==> src/rtl/dmem_access_pkg.sv <==
package dmem_access_pkg;
    localparam int DM_ADDR_W = 8;
    localparam int DM_DATA_W = 8;
    localparam int DM_FILE_W = 5;

    typedef struct packed {
        logic we;
        logic oe;
        logic rd;
        logic zero;
    } strobe_t;
endpackage

==> src/rtl/dmem_addr_gen.sv <==
module dmem_addr_gen #(
    parameter int ADDR_W    = 8,
    parameter int FILE_W    = 5,
    parameter int INDF_ADDR = 0
) (
    input  logic [FILE_W-1:0] file_sel,
    input  logic [ADDR_W-1:0] fsr,
    output logic [ADDR_W-1:0] eff_addr,
    output logic              is_self
);
    localparam int BANK_W = ADDR_W - FILE_W;
    localparam logic [FILE_W-1:0] INDF_FIELD = FILE_W'(INDF_ADDR);

    logic [ADDR_W-1:0] direct_addr;
    logic              indirect;

    generate
        if (BANK_W > 0) begin : g_banked
            assign direct_addr = {fsr[ADDR_W-1:FILE_W], file_sel};
        end else begin : g_flat
            assign direct_addr = file_sel[ADDR_W-1:0];
        end
    endgenerate

    always_comb begin
        indirect = (file_sel == INDF_FIELD);
        eff_addr = indirect ? fsr : direct_addr;
        is_self  = indirect && (fsr[FILE_W-1:0] == INDF_FIELD);
    end
endmodule

==> src/rtl/dmem_access_ctrl.sv <==
module dmem_access_ctrl
    import dmem_access_pkg::*;
#(
    parameter int ADDR_W = 8,
    parameter int DATA_W = 8
) (
    input  logic              clk,
    input  logic              rst_n,
    input  logic              req_valid,
    input  logic              req_write,
    input  logic [ADDR_W-1:0] eff_addr,
    input  logic              is_self,
    input  logic [DATA_W-1:0] wr_data,
    output logic [ADDR_W-1:0] ram_addr,
    output logic [DATA_W-1:0] ram_wdata,
    output strobe_t           strb
);
    typedef struct packed {
        logic [ADDR_W-1:0] addr;
        logic [DATA_W-1:0] wdata;
        strobe_t           s;
    } ctrl_t;

    ctrl_t ctrl_d, ctrl_q;

    always_comb begin
        ctrl_d   = ctrl_q;
        ctrl_d.s = '0;
        if (req_valid) begin
            ctrl_d.addr = eff_addr;
            if (req_write) begin
                ctrl_d.wdata = wr_data;
                ctrl_d.s.we  = !is_self;
            end else begin
                ctrl_d.s.rd   = 1'b1;
                ctrl_d.s.oe   = !is_self;
                ctrl_d.s.zero = is_self;
            end
        end
    end

    always_ff @(posedge clk or negedge rst_n) begin
        if (!rst_n) ctrl_q <= '0;
        else        ctrl_q <= ctrl_d;
    end

    assign ram_addr  = ctrl_q.addr;
    assign ram_wdata = ctrl_q.wdata;
    assign strb      = ctrl_q.s;

    assert_we_from_write_R6: assert property (@(posedge clk) disable iff (!rst_n)
        ctrl_q.s.we |-> $past(req_valid && req_write && !is_self));
    assert_self_write_blocked_R4: assert property (@(posedge clk) disable iff (!rst_n)
        $past(req_valid && req_write && is_self) |-> !ctrl_q.s.we);
    assert_oe_from_read_R7: assert property (@(posedge clk) disable iff (!rst_n)
        ctrl_q.s.oe |-> $past(req_valid && !req_write && !is_self));
    assert_idle_quiet_R9: assert property (@(posedge clk) disable iff (!rst_n)
        $past(!req_valid) |-> !(ctrl_q.s.we || ctrl_q.s.oe));
endmodule

==> src/rtl/dmem_read_return.sv <==
module dmem_read_return
    import dmem_access_pkg::*;
#(
    parameter int DATA_W   = 8,
    parameter bit SYNC_RAM = 1'b1
) (
    input  logic              clk,
    input  logic              rst_n,
    input  strobe_t           strb,
    input  logic [DATA_W-1:0] ram_rdata,
    output logic              rd_valid,
    output logic [DATA_W-1:0] rd_data
);
    typedef struct packed {
        logic valid;
        logic zero;
    } ret_t;

    generate
        if (SYNC_RAM) begin : g_sync
            ret_t ret_d, ret_q;

            always_comb begin
                ret_d.valid = strb.rd;
                ret_d.zero  = strb.zero;
            end

            always_ff @(posedge clk or negedge rst_n) begin
                if (!rst_n) ret_q <= '0;
                else        ret_q <= ret_d;
            end

            assign rd_valid = ret_q.valid;
            assign rd_data  = ret_q.zero ? '0 : ram_rdata;

            assert_sync_latency_R8: assert property (@(posedge clk) disable iff (!rst_n)
                ret_q.valid |-> $past(strb.rd));
        end else begin : g_async
            assign rd_valid = strb.rd;
            assign rd_data  = strb.zero ? '0 : ram_rdata;
        end
    endgenerate
endmodule

==> src/rtl/dmem_access.sv <==
module dmem_access
    import dmem_access_pkg::*;
#(
    parameter int ADDR_W    = DM_ADDR_W,
    parameter int DATA_W    = DM_DATA_W,
    parameter int FILE_W    = DM_FILE_W,
    parameter int INDF_ADDR = 0,
    parameter bit SYNC_RAM  = 1'b1
) (
    input  logic              clk,
    input  logic              rst_n,
    input  logic              req_valid,
    input  logic              req_write,
    input  logic [FILE_W-1:0] file_sel,
    input  logic [ADDR_W-1:0] fsr,
    input  logic [DATA_W-1:0] wr_data,
    input  logic [DATA_W-1:0] ram_rdata,
    output logic [ADDR_W-1:0] ram_addr,
    output logic [DATA_W-1:0] ram_wdata,
    output logic              ram_we,
    output logic              ram_oe,
    output logic              rd_valid,
    output logic [DATA_W-1:0] rd_data
);
    logic [ADDR_W-1:0] eff_addr;
    logic              is_self;
    strobe_t           strb;

    dmem_addr_gen #(.ADDR_W(ADDR_W), .FILE_W(FILE_W), .INDF_ADDR(INDF_ADDR)) u_addr (
        .file_sel(file_sel), .fsr(fsr), .eff_addr(eff_addr), .is_self(is_self)
    );

    dmem_access_ctrl #(.ADDR_W(ADDR_W), .DATA_W(DATA_W)) u_ctrl (
        .clk(clk), .rst_n(rst_n), .req_valid(req_valid), .req_write(req_write),
        .eff_addr(eff_addr), .is_self(is_self), .wr_data(wr_data),
        .ram_addr(ram_addr), .ram_wdata(ram_wdata), .strb(strb)
    );

    dmem_read_return #(.DATA_W(DATA_W), .SYNC_RAM(SYNC_RAM)) u_ret (
        .clk(clk), .rst_n(rst_n), .strb(strb), .ram_rdata(ram_rdata),
        .rd_valid(rd_valid), .rd_data(rd_data)
    );

    assign ram_we = strb.we;
    assign ram_oe = strb.oe;

    assert_direct_addr_R2: assert property (@(posedge clk) disable iff (!rst_n)
        $past(req_valid && file_sel != FILE_W'(INDF_ADDR)) |->
        ram_addr == {$past(fsr[ADDR_W-1:FILE_W]), $past(file_sel)});
    assert_indirect_addr_R3: assert property (@(posedge clk) disable iff (!rst_n)
        $past(req_valid && file_sel == FILE_W'(INDF_ADDR)) |-> ram_addr == $past(fsr));
    assert_strobe_excl_R7: assert property (@(posedge clk) disable iff (!rst_n)
        $onehot0({ram_we, ram_oe}));
endmodule

==> config.mk <==
export PLATFORM = sky130hd
export DESIGN_NAME = dmem_access
export DESIGN_NICKNAME = d
export VERILOG_FILES = /design/src/rtl/dmem_access_pkg.sv /design/src/rtl/dmem_addr_gen.sv /design/src/rtl/dmem_access_ctrl.sv /design/src/rtl/dmem_read_return.sv /design/src/rtl/dmem_access.sv
export SDC_FILE = /design/constraint.sdc
export NUM_CORES = 1
export LEC_CHECK = 0
export BUFFER_PORTS_ARGS = -buffer_cell sky130_fd_sc_hd__buf_2
export CORE_MARGIN = 3
export CORE_UTILIZATION = 40
export CTS_BUF_LIST = sky130_fd_sc_hd__clkbuf_16
export DETAILED_ROUTE_END_ITERATION = 16
export PLACE_DENSITY = 0.77
export SETUP_SLACK_MARGIN = 0.15
export SYNTH_ARGS = -nofsm -noshare
export SYNTH_HDL_FRONTEND = slang
export SYNTH_SLANG_ARGS = --single-unit
==> constraint.sdc <==
create_clock -name clk -period 1.1 [get_ports clk]
set_input_delay 0.055 -clock clk [delete_from_list [all_inputs] [get_ports clk]]
set_output_delay 0.055 -clock clk [all_outputs]
set_load 0.1 [all_outputs]
==> metrics.md, run 1 <==
| Metric | Value |
|---|---|
| Outcome | `aborted with a tool error` |
| Stopped at | `global routing` |
| Run Error | `[ERROR DPL-0033] detailed placement checks failed during check placement.` |
| Syn_area_per_cell | `13.1 µm²` |
| Initial antenna violation count | `0` |
| Post-Synthesis Net Count | `101` |
| Die W | `53.1 µm` |
| Distinct cells, synth | `15` |
| Number of buffers created by CTS | `3` |
| CTS Root Cell | `clkbuf_16` |
| Most frequent cells after synthesis | `dfrtp_1, nor2b_1, a21oi_1, mux2_1, nor2_1` |
| Yosys top cell area share | `62.0%` |
| Synth Register Bits | `22` |
| Post-synth ARST share | `100%` |
| Crit. endpoint post-GRT repair | `rd_data[2]` |
| Sink Count | `22` |
| Largest net degree at the start of global routing | `23` |
| Clock buffer depth | `2` |
| Top Ports | `60` |
| Count leader, synth | `dfrtp_1` |
| Post-Place Setup Slack | `-124 ps` |
| Port Buf Inserts | `59` |
| Top FF cell, synth | `dfrtp_1` |
| EDFF count, synth | `0` |
| Starting Density | `43.9%` |
| Ys Warns | `0` |
| Worst EP kind | `top-level output` |
| Die Y | `53.1 µm` |
| Post-CTS setup buffer count | `0` |
| Post-Syn Instances | `68` |
| GPL Wtd Cong | `0.815` |
| Post-synthesis sequential area ratio | `62.0%` |
| Synth top area cells | `dfrtp_1, mux2_1, nor2b_1` |
| # rows | `16` |
| Synthesized area | `888 µm²` |
| Synth area leader | `dfrtp_1` |
| H-tree lvl count | `1` |
## kinds of logic after synthesis
group	after synthesis	synth area share [%]
multiplexers	11	13.9
AO/OA/AOI/OAI	10	6.20
flip-flops	22	62.0
AND/OR/NAND/NOR	22	16.6
buffers and inverters	3	1.27
## per-stage QoR
| step | util [%] | hold WS (ps) | instance area (µm²) | std cells | TNS (ps) |
|---|---|---|---|---|---|
| 2_1_floorplan | - | -241 | 1040 | 68 | -124 |
| 3_3_place_gp | 88.2 | 35.4 | 1780 | 154 | -137 |
| 3_5_place_dp | 88.2 | 39.4 | 1780 | 154 | -271 |
| 4_1_cts | 93.0 | 30.3 | 1880 | 159 | -1130 |
## timing repair
item                       in CTS
hold endpoints to repair       22
resized for setup               2
setup endpoints to repair      20
hold buffers                    1
==> run 2, diff against run 1 <==
--- a/config.mk
+++ b/config.mk
@@ -6,12 +6,10 @@
 export NUM_CORES = 1
 export LEC_CHECK = 0
 export BUFFER_PORTS_ARGS = -buffer_cell sky130_fd_sc_hd__buf_2
-export CORE_MARGIN = 3
-export CORE_UTILIZATION = 40
-export CTS_BUF_LIST = sky130_fd_sc_hd__clkbuf_16
+export CORE_AREA = 3 3 64 66
 export DETAILED_ROUTE_END_ITERATION = 16
-export PLACE_DENSITY = 0.77
-export SETUP_SLACK_MARGIN = 0.15
+export DIE_AREA = 0 0 67 69
+export PLACE_DENSITY_LB_ADDON = 0.15
 export SYNTH_ARGS = -nofsm -noshare
 export SYNTH_HDL_FRONTEND = slang
 export SYNTH_SLANG_ARGS = --single-unit
==> run 2 against run 1 <==
The flow now finishes, with violations (negative setup slack). Synthesized cell count stayed put. Area after synthesis stayed put.
==> metrics.md, run 2 <==
| Metric | Value |
|---|---|
| Outcome | `complete, but fails checks` |
| Violated checks | `negative setup slack` |
| Die W | `67 µm` |
| Final TNS setup | `-625 ps` |
| Congestion Overflow GR | `0` |
| CTS tree | `done` |
| Minimum clock period | `1190 ps` |
| CTS clk-pin slew, worst paths | `70 ps` |
| Post-DP Area | `1700 µm²` |
| Synth Register Bits | `22` |
| Final setup skew | `0.491 ps` |
| Routed wire length | `2.28 mm` |
| Leakage | `0.815 nW` |
| Ys Warns | `0` |
| WS Path Type | `reg -> out` |
| Distinct cells, synth | `15` |
| Starting Density | `24.4%` |
| Filler Cell Count | `341` |
| CP Capture Type | `output pin` |
| Post-layout worst setup margin | `-90.3 ps` |
| Most frequent cells in the layout | `buf_2, buf_12, dfrtp_2, nor2b_2` |
| Top FF cell, synth | `dfrtp_1` |
| Crit start category | `register` |
| CTS Root Cell | `clkbuf_8` |
| Post-route cell area | `1800 µm²` |
| Net count of the finished layout | `170` |
| Vias in the first global route | `791` |
| Critical Path Fanout Max | `8` |
| Post-Syn Instances | `68` |
| Most frequent cells after synthesis | `dfrtp_1, nor2b_1, a21oi_1, mux2_1, nor2_1` |
| Port Buf Inserts | `59` |
| Count leader, synth | `dfrtp_1` |
| Post-synthesis sequential area ratio | `62.0%` |
| Pre-antenna DRT Iters | `2` |
| Final Hold Fails | `0` |
| Fin. max-slew vios | `0` |
| Worst Hold Class | `in -> reg` |
| H-tree lvl count | `1` |
| Drt initial violations | `11` |
| Sink Count | `22` |
| Final cell count without fillers | `184` |
| Die ar. | `4620 µm²` |
| WL per Instance | `12.4 µm` |
| Total track usage | `10.6%` |
| Placed cells | `176` |
| DRC viols | `0` |
| Yosys top cell area share | `62.0%` |
| EDFF count, synth | `0` |
| Global-route wire length before repair | `3.73 mm` |
| Worst hold slack | `9.69 ps` |
| Core area | `3630 µm²` |
| Req. time, crit path | `1040 ps` |
| Synth area leader | `dfrtp_1` |
| Worst endpoint data arrival time | `1140 ps` |
| Post-DRT Antenna Nets | `0` |
| Top Ports | `60` |
| Max-Cap Viols | `0` |
| Reg2Reg Depth | `1` |
| Clk Latency, worst-skew pair | `260 ps` |
| Post-DP HPWL | `1.91 mm` |
| ANT cells | `0` |
| GPL Wtd Cong | `0.821` |
| Worst vdd ir | `0.832 mV` |
| Initial antenna violation count | `0` |
| Number of buffers created by CTS | `3` |
| Syn_area_per_cell | `13.1 µm²` |
| Synthesized area | `888 µm²` |
| Synth top area cells | `dfrtp_1, mux2_1, nor2b_1` |
| Setup Viol. Count Final | `8` |
| Core Util, Final | `49.6%` |
| Final critical-path share of the clock period | `108%` |
| Commonest non-fill, non-tap cell in the layout | `buf_2` |
| Clock buffer depth | `2` |
| Largest net degree at the start of global routing | `23` |
| RSZ-0062 raised after global routing | `yes` |
| Via count | `778` |
| Die Y | `69 µm` |
| Post-synth ARST share | `100%` |
| # rows | `22` |
| P&R area growth vs syn | `103%` |
| Hold Path Depth | `2` |
| Total power per unit cell area | `1590 nW/µm²` |
| Max Clk Rate | `0.840 GHz` |
| Rel. slew slack | `67.8%` |
| Vias per cell | `4.23` |
| Slew of the pin with the lowest slew margin | `483 ps` |
| Layout cells sized above 1 | `72.8%` |
| Post-Synthesis Net Count | `101` |
run 2: repair_timing:
action / CTS / global route
resized for setup: 1 / 0
hold buffers: 4 / 0
buffers inserted: 0 / 0
hold endpoints to repair: 25 / 0
setup endpoints to repair: 8 / 8
run 2: layer usage:
layer  GRT usage [%]  routed length [µm]  vias to the layer above
met1            11.8                 788                      361
met2            17.8                1190                       42
met4            5.41                  45                        0
met3            3.26                 253                        5
met5               0                   0                        -
li1                -                   -                      370
run 2: cell type report:
class | instances | area, µm² | area share [%]
inverters | 1 | 3.75 | 0.208
multi-input cells | 43 | 347 | 19.2
well taps | 48 | 60.1 | 3.34
clock buffers | 4 | 55.1 | 3.06
flip-flops and latches | 22 | 572 | 31.8
repair buffers | 66 | 763 | 42.4
run 2: through the flow:
stage / worst slack (ps) / power, W
floorplan: -277 / 0.00174
global placement: -69.3 / 0.00230
detailed placement: -105 / 0.00231
CTS: -113 / 0.00290
global route: -162 / 0.00299
finish: -90.3 / 0.00287
run 2: logic make-up after synthesis:
group           synth area share, %
flops                          62.0
simple gates                   16.6
mux                            13.9
compound gates                 6.20
buf+inv                        1.27
run 2: power by group:
group / switching, W / internal, W / total, W
Clock: 0.000257 / 0.000319 / 0.000576
Combinational: 0.000836 / 0.000477 / 0.00131
Sequential: 0.0000807 / 0.000902 / 0.000983
run 2: worst max-delay path: stages, from the launching register on:
cell     delay [ps]
dfrtp_2         490
nor2b_2         190
buf_12          190
run 2: final timing paths:
kind                                  startpoint                     to  slack [ps]
hold / removal                            fsr[5]     u_ctrl.ram_addr[5]          10
hold reg to reg                   u_ctrl.strb[0]  u_ret.g_sync.ret_q[0]         350
max in group asynchronous                  rst_n     u_ctrl.ram_addr[7]         460
min in group asynchronous                  rst_n     u_ctrl.ram_addr[4]         270
setup / recovery           u_ret.g_sync.ret_q[0]             rd_data[0]         -90
setup reg to reg             u_ctrl.ram_wdata[0]    u_ctrl.ram_wdata[0]         260
(Power assumes the default switching activity.)
